===== src/rtl/irqpin_pkg.sv =====
package irqpin_pkg;

    typedef enum logic {
        PIN_MODE_GENERAL = 1'b0,
        PIN_MODE_SUSPEND = 1'b1
    } pin_mode_e;

endpackage


===== src/rtl/irqpin_status.sv =====
// Sticky status register, write-one-to-clear, with an event winning over a clear.
module irqpin_status #(
    parameter int NSRC = 8
) (
    input  logic            clk,
    input  logic            rst_n,
    input  logic [NSRC-1:0] evt_i,
    input  logic            clr_we_i,
    input  logic [NSRC-1:0] clr_data_i,
    output logic [NSRC-1:0] status_d_o,
    output logic [NSRC-1:0] status_q_o
);

    typedef struct packed {
        logic [NSRC-1:0] bits;
    } status_t;

    status_t         st_d, st_q;
    logic [NSRC-1:0] next_bit;

    for (genvar gi = 0; gi < NSRC; gi++) begin : g_bit
        logic wipe;
        assign wipe         = clr_we_i & clr_data_i[gi];
        assign next_bit[gi] = evt_i[gi] | (st_q.bits[gi] & ~wipe);
    end

    always_comb begin
        st_d      = st_q;
        st_d.bits = next_bit;
    end

    always_ff @(posedge clk or negedge rst_n) begin
        if (!rst_n) begin
            st_q <= '0;
        end else begin
            st_q <= st_d;
        end
    end

    assign status_d_o = st_d.bits;
    assign status_q_o = st_q.bits;

endmodule


===== src/rtl/irqpin_gen_req.sv =====
// General-mode request: any enabled pending bit.
module irqpin_gen_req #(
    parameter int NSRC = 8
) (
    input  logic [NSRC-1:0] status_i,
    input  logic [NSRC-1:0] irq_en_i,
    output logic            req_o
);

    always_comb begin
        req_o = |(status_i & irq_en_i);
    end

endmodule


===== src/rtl/irqpin_susp_req.sv =====
// Suspend-indicator request: low unless configured and active.
module irqpin_susp_req (
    input  logic hub_cfg_i,
    input  logic hub_susp_i,
    output logic req_o
);

    always_comb begin
        req_o = ~hub_cfg_i | hub_susp_i;
    end

endmodule


===== src/rtl/irq_pin_ctrl.sv =====
module irq_pin_ctrl
    import irqpin_pkg::*;
#(
    parameter int NSRC = 8
) (
    input  logic            clk,
    input  logic            rst_n,
    input  logic [NSRC-1:0] evt_i,
    input  logic [NSRC-1:0] irq_en_i,
    input  logic            clr_we_i,
    input  logic [NSRC-1:0] clr_data_i,
    input  logic            mode_i,
    input  logic            hub_cfg_i,
    input  logic            hub_susp_i,
    output logic [NSRC-1:0] status_o,
    output logic            irq_pull_low_o
);

    typedef struct packed {
        logic pull_low;
    } pin_t;

    pin_t            pin_d, pin_q;
    pin_mode_e       mode_sel;
    logic [NSRC-1:0] status_next;
    logic [NSRC-1:0] status_cur;
    logic            gen_req;
    logic            susp_req;

    assign mode_sel = pin_mode_e'(mode_i);

    irqpin_status #(.NSRC(NSRC)) u_status (
        .clk        (clk),
        .rst_n      (rst_n),
        .evt_i      (evt_i),
        .clr_we_i   (clr_we_i),
        .clr_data_i (clr_data_i),
        .status_d_o (status_next),
        .status_q_o (status_cur)
    );

    irqpin_gen_req #(.NSRC(NSRC)) u_gen (
        .status_i (status_next),
        .irq_en_i (irq_en_i),
        .req_o    (gen_req)
    );

    irqpin_susp_req u_susp (
        .hub_cfg_i  (hub_cfg_i),
        .hub_susp_i (hub_susp_i),
        .req_o      (susp_req)
    );

    always_comb begin
        pin_d = pin_q;
        unique case (mode_sel)
            PIN_MODE_SUSPEND: pin_d.pull_low = susp_req;
            default:          pin_d.pull_low = gen_req;
        endcase
    end

    always_ff @(posedge clk or negedge rst_n) begin
        if (!rst_n) begin
            pin_q <= '0;
        end else begin
            pin_q <= pin_d;
        end
    end

    assign status_o       = status_cur;
    assign irq_pull_low_o = pin_q.pull_low;

endmodule


===== config.mk =====
export PLATFORM = sky130hd
export DESIGN_NAME = irq_pin_ctrl
export DESIGN_NICKNAME = d
export VERILOG_FILES = /design/src/rtl/irqpin_pkg.sv /design/src/rtl/irqpin_status.sv /design/src/rtl/irqpin_gen_req.sv /design/src/rtl/irqpin_susp_req.sv /design/src/rtl/irq_pin_ctrl.sv
export SDC_FILE = /design/constraint.sdc
export NUM_CORES = 1
export LEC_CHECK = 0
export ABC_AREA = 1
export CAP_MARGIN = 20
export CORE_UTILIZATION = 29
export DETAILED_ROUTE_END_ITERATION = 12
export MAX_ROUTING_LAYER = met4
export PLACE_DENSITY = 0.76
export SETUP_SLACK_MARGIN = 0.05
export SLEW_MARGIN = 20
export SYNTH_ARGS = -nofsm -noshare
export SYNTH_HDL_FRONTEND = slang
export SYNTH_HIERARCHICAL = 1
export SYNTH_SLANG_ARGS = --single-unit

===== constraint.sdc =====
create_clock -name clk -period 1.5 [get_ports clk]
set_clock_uncertainty 0.2 [all_clocks]
set_input_delay 0.45 -clock clk [delete_from_list [all_inputs] [get_ports clk]]
set_output_delay 0.45 -clock clk [all_outputs]
set_load 0.1 [all_outputs]

Word level (Yosys, flattened, before mapping)
Index checks and enable logic that the tools add are counted.
{"block": "word_totals", "in_bits": 30, "register_bits": 9}
{"block": "op_classes", "n_reduce_logical": 1, "bitwise_logic": 35, "n_mux": 1}
{"op": "$and A1 B1 Y1", "count": 16}
{"op": "$not A1 Y1", "count": 9}
{"op": "$or A1 B1 Y1", "count": 9}
{"op": "$and A8 B8 Y8", "count": 1}
{"op": "$reduce_or A8 Y1", "count": 1}
{"op": "$mux W1", "count": 1}

Logic depth before layout (Yosys ltp)
{"block": "depth", "depth_word": 7, "ltp_mapped": 10, "ltp_nobuf": 9}

By module
Netlist, hierarchy kept.
{"mod": "irqpin_status", "area_each_um2": 325.3, "n_inst": 1, "seq_area_each_um2": 200.2, "cells_per_inst": 41}
{"mod": "irqpin_gen_req", "area_each_um2": 56.3, "n_inst": 1, "seq_area_each_um2": 0.0, "cells_per_inst": 15}
{"mod": "irq_pin_ctrl", "area_each_um2": 40.0, "n_inst": 1, "seq_area_each_um2": 25.0, "cells_per_inst": 5}
{"mod": "irqpin_susp_req", "area_each_um2": 7.5, "n_inst": 1, "seq_area_each_um2": 0.0, "cells_per_inst": 2}

Least setup slack after synthesis
OpenSTA, ideal clock, no wires.
{"block": "synth_path", "kind": "reg-to-reg", "start": "register u_status.st_q (netlist bit u_status/status_q_o[1])", "end": "register pin_q, in the netlist irq_pull_low_o", "period_less_slack_ns": 1.634, "setup_ns": 0.065, "arrival_ns": 1.369, "path_slack_ns": -0.134, "path_stages_with_launch": 9, "cell_sequence": "dfrtp_1 nand2_1 nand2_1 nand2_1 nand2_1 nor2_1 nand2_1 nand2_1 nand2_1"}
{"block": "synth_via", "elab_chain_len": 5}
{"item": "start, declared", "line": "irqpin_status.sv:18", "source": "status_t st_d, st_q;"}
{"item": "start signal, assigned", "line": "irqpin_status.sv:36", "source": "st_q <= st_d;"}
{"item": "$and A1 B1 Y1", "line": "irqpin_status.sv:24", "source": "assign next_bit[gi] = evt_i[gi] | (st_q.bits[gi] & ~wipe);"}
{"item": "$or A1 B1 Y1", "line": "irqpin_status.sv:24"}
{"item": "named net status_next[1]", "line": "irq_pin_ctrl.sv:25", "source": "logic [NSRC-1:0] status_next;"}
{"item": "$and A8 B8 Y8", "line": "irqpin_gen_req.sv:11", "source": "req_o = |(status_i & irq_en_i);"}
{"item": "$reduce_or A8 Y1", "line": "irqpin_gen_req.sv:11"}
{"item": "named net gen_req", "line": "irq_pin_ctrl.sv:27", "source": "logic gen_req;"}
{"item": "$mux W1", "line": "irq_pin_ctrl.sv:56", "source": "unique case (mode_sel)"}
{"item": "named net pin_d", "line": "irq_pin_ctrl.sv:23", "source": "pin_t pin_d, pin_q;"}
{"item": "end signal, assigned", "line": "irq_pin_ctrl.sv:66", "source": "pin_q <= pin_d;"}
{"item": "end, declared", "line": "irq_pin_ctrl.sv:23"}
The timed path passes the listed nets, and every way through them passes these cells.

Worst setup path after layout
{"block": "layout_path", "start": "register u_status.st_q (netlist bit u_status/status_q_o[4])", "end": "output port status_o[4]"}
{"item": "end, declared", "line": "irq_pin_ctrl.sv:15", "source": "output logic [NSRC-1:0] status_o,"}
No word-level cell between the ends.

==> summary.txt <==
CTS
  • Clock-pin slew on the worst setup and hold paths: 0.06 ns
  • Clk_lat worst skew: 0.26 ns
  • CTS sink count: 9
  • CTS tree: done
  • CTS Root Cell: clkbuf_4
  • Max clock buf depth: 2
  • Hold Buf Count CTS: 0
  • CTS buffer count: 3
  • CTS H-tree lvls: 1

Outcome
  • Outcome: complete, but fails checks
  • Failing checks: setup timing

Setup path
  • Crit path launch type: flip-flop
  • Critical Setup Path Class: flip-flop to output pin
  • Crit-path cells: buf_12
  • Critical path buffers and inverters: 1
  • Max stage delay cell, worst path: dfrtp_2
  • Worst path arrival time: around 0.86 ns
  • Crit path max-delay family: flip-flops
  • R2r setup slk: roughly 0.24 ns
  • CP max FO: 2
  • CP endpoint kind: output pin
  • CP max stage delay: ~0.43 ns
  • Data required, critical path: roughly 0.85 ns

Drt
  • Routed Antenna Nets: 0
  • Drt wl/cell: between 10 and 15 um
  • DR pass1 iterations: 4
  • Routed vias/inst: between 4 and 5
  • Final WL: between 1000 and 1500 um
  • Via count: 550
  • Residual DRC count: 0
  • DR iter-0 viols: 9

Logic synthesis
  • Cell variety after synth: 5
  • Syn Inst Count: between 60 and 70
  • Synth Area per Inst: 6.812 sq um
  • Synth Area in Simple Gates: 0.3761
  • Post-synthesis mux area share: 0
  • Seq cells post-synth: 9
  • Combinational family with the most area after synthesis: simple AND/OR/NAND/NOR gates
  • Post-synthesis adder-cell area fraction: 0
  • Syn nets: 93
  • Mapped Area: around 430 sq um
  • Synth Warn #: 6
  • Compound-Gate Fraction of Synth Area: 0
  • Sequential-to-total area share from yosys stat: 0.5248
  • Post-Synth XOR/XNOR Area: 0

Cells and area
  • Post-layout net count: 141
  • Layout area overhead: 138.2%
  • Layout Utilization: 0.7664
  • Diodes inserted: 0
  • Post-route cell area: approximately 1000 sq um
  • Fillers: 94
  • Layout cells sized above 1: 0.3182
  • Non-Filler Instances: roughly 130

Timing
  • Fmax: 0.6620 GHz
  • Final Slew Violations: 0
  • Final hold viol count: 0
  • Worst slew pin tran: about 0.17 ns
  • Final period util: 1.007
  • Slack of the critical path: -0.01068 ns
  • RSZ-0062 raised after global routing: true
  • Setup Viol. Count Final: 5
  • WHS: approximately 0.26 ns
  • Relative slew margins: 0.8859
  • Final min period: around 1.5 ns

Floorplanning
  • Die Y: 40.47 um
  • Starting Density: 0.3218
  • Std cell rows: 13
  • Core area: roughly 1300 sq um
  • Die ar.: 1638 sq um
  • Die Width: ~40 um
  • Ports: 39

Global route
  • All-Layer GR Usage: 0.1747
  • Pin count of the biggest net entering global routing: 10
  • Vias in the first global route: 365
  • Antenna violations before repair: 0
  • Overflow after GRT: 0
  • First-pass GRT wire length: approximately 1600 um

Power
  • Total internal power: 0.0005156 W
  • Leakage: 0.5680 nW
  • Peak VDD IR: approximately 0.53 mV
  • Clk pwr share: 0.229
  • Switching fraction of total power: 0.3559
  • Combinational fraction of design power: 0.422
  • Seq pwr share: 0.349
  • Post-layout power: 0.0008005 W
  • Psw: about 0.00028 W
  • Pwr Density: between 700 and 800 nW/um^2

Placement
  • IO Port Bufs: 38
  • Post-DP HPWL: roughly 1000 um
  • GPL Wtd Cong: between 0.6 and 0.7
  • Placed insts: about 120
  • Cell Area, Placed: about 950 sq um

Min path
  • Worst Hold Class: input port to async pin

Flow run
  • Max-cap viol count: 0
## repair_timing
item | in CTS | in global routing
pin swaps | 2 | 24
gates resized for setup | 1 | 14
endpoints found under the hold margin | 0 | 0
setup buffers | 0 | 2
setup endpoints to repair | 12 | 10
## metrics by stage
step | setup TNS (ns) | setup slack [ns]
floorplan | 0 | 0.07834
global placement | -1.675 | -0.4736
detailed placement | -1.794 | -0.4960
CTS | -0.08236 | -0.01539
global route | -0.2513 | -0.03581
finish | -0.02677 | -0.01068
## cell usage after synthesis (all sizes together)
cell	count	area, sq um
dfrtp	9	225.2
buf	1	5.000
nor2	2	7.510
inv	10	37.54
nand2	41	153.9
## power groups by stage
stage                     clock network, W   logic, W  registers, W
final                             0.000183   0.000338      0.000279
after global routing              0.000209   0.000354      0.000280
after CTS                         0.000192   0.000328      0.000279
after detailed placement                 0   0.000327      0.000283
after global placement                   0   0.000324      0.000283
after floorplan                          0  0.0000412      0.000393
## cell families after synthesis
logic type             after synthesis
AND/OR/NAND/NOR                     43
flip-flops                           9
buffers and inverters               11
## worst reg2reg max path: cells and delay by family (launching register included)
family	cells	cell delay, ns
simple gates	8	0.52
flops	1	0.43
## final timing paths
path,startpoint,endpoint,depth (start not counted)
min in group clk,clr_data_i[5],u_status/status_q_o[5],4
setup reg to reg,u_status/status_q_o[7],irq_pull_low_o,8
hold / removal,rst_n,u_status/status_q_o[7],2
max in group asynchronous,rst_n,u_status/status_q_o[4],2
hold reg to reg,u_status/status_q_o[1],u_status/status_q_o[1],2
setup / recovery,u_status/status_q_o[4],status_o[4],1
## layer usage
metal / vias up / routed length (um) / global-route usage
met3: 6 / 188 / 0.07222
met1: 234 / 588 / 0.2034
met4: 0 / 48 / 0.1250
met2: 36 / 602 / 0.2381
met5: - / 0 / -
li1: 274 / - / -
## layout by cell type, fill, tap and decap left out, drive strengths merged
| cell type | synthesis | layout |
|---|---|---|
| buf | 1 | 15 |
| nand2 | 41 | 41 |
| nor2 | 2 | 2 |
| dlymetal6s2s | 0 | 6 |
| clkinv | 0 | 1 |
| inv | 10 | 10 |
| clkbuf | 0 | 4 |
| dfrtp | 9 | 9 |
| clkdlybuf4s50 | 0 | 22 |
## flip-flops by register name (all words and copies together) (netlist names)
| name | count |
|---|---|
| u_status/status_q_o | 8 |
| irq_pull_low_o | 1 |
## layout make-up
| cell class | count | area [sq um] | area share |
|---|---|---|---|
| repair buffers | 44 | 525.5 | 0.5141 |
| flip-flops and latches | 9 | 236.5 | 0.2313 |
| multi-input cells | 43 | 176.4 | 0.1726 |
| inverters | 10 | 37.54 | 0.03672 |
| clock buffers | 3 | 22.52 | 0.02203 |
| well taps | 15 | 18.77 | 0.01836 |
| clock inverters | 1 | 5.005 | 0.004896 |
Power figures use the tool's default switching activity.
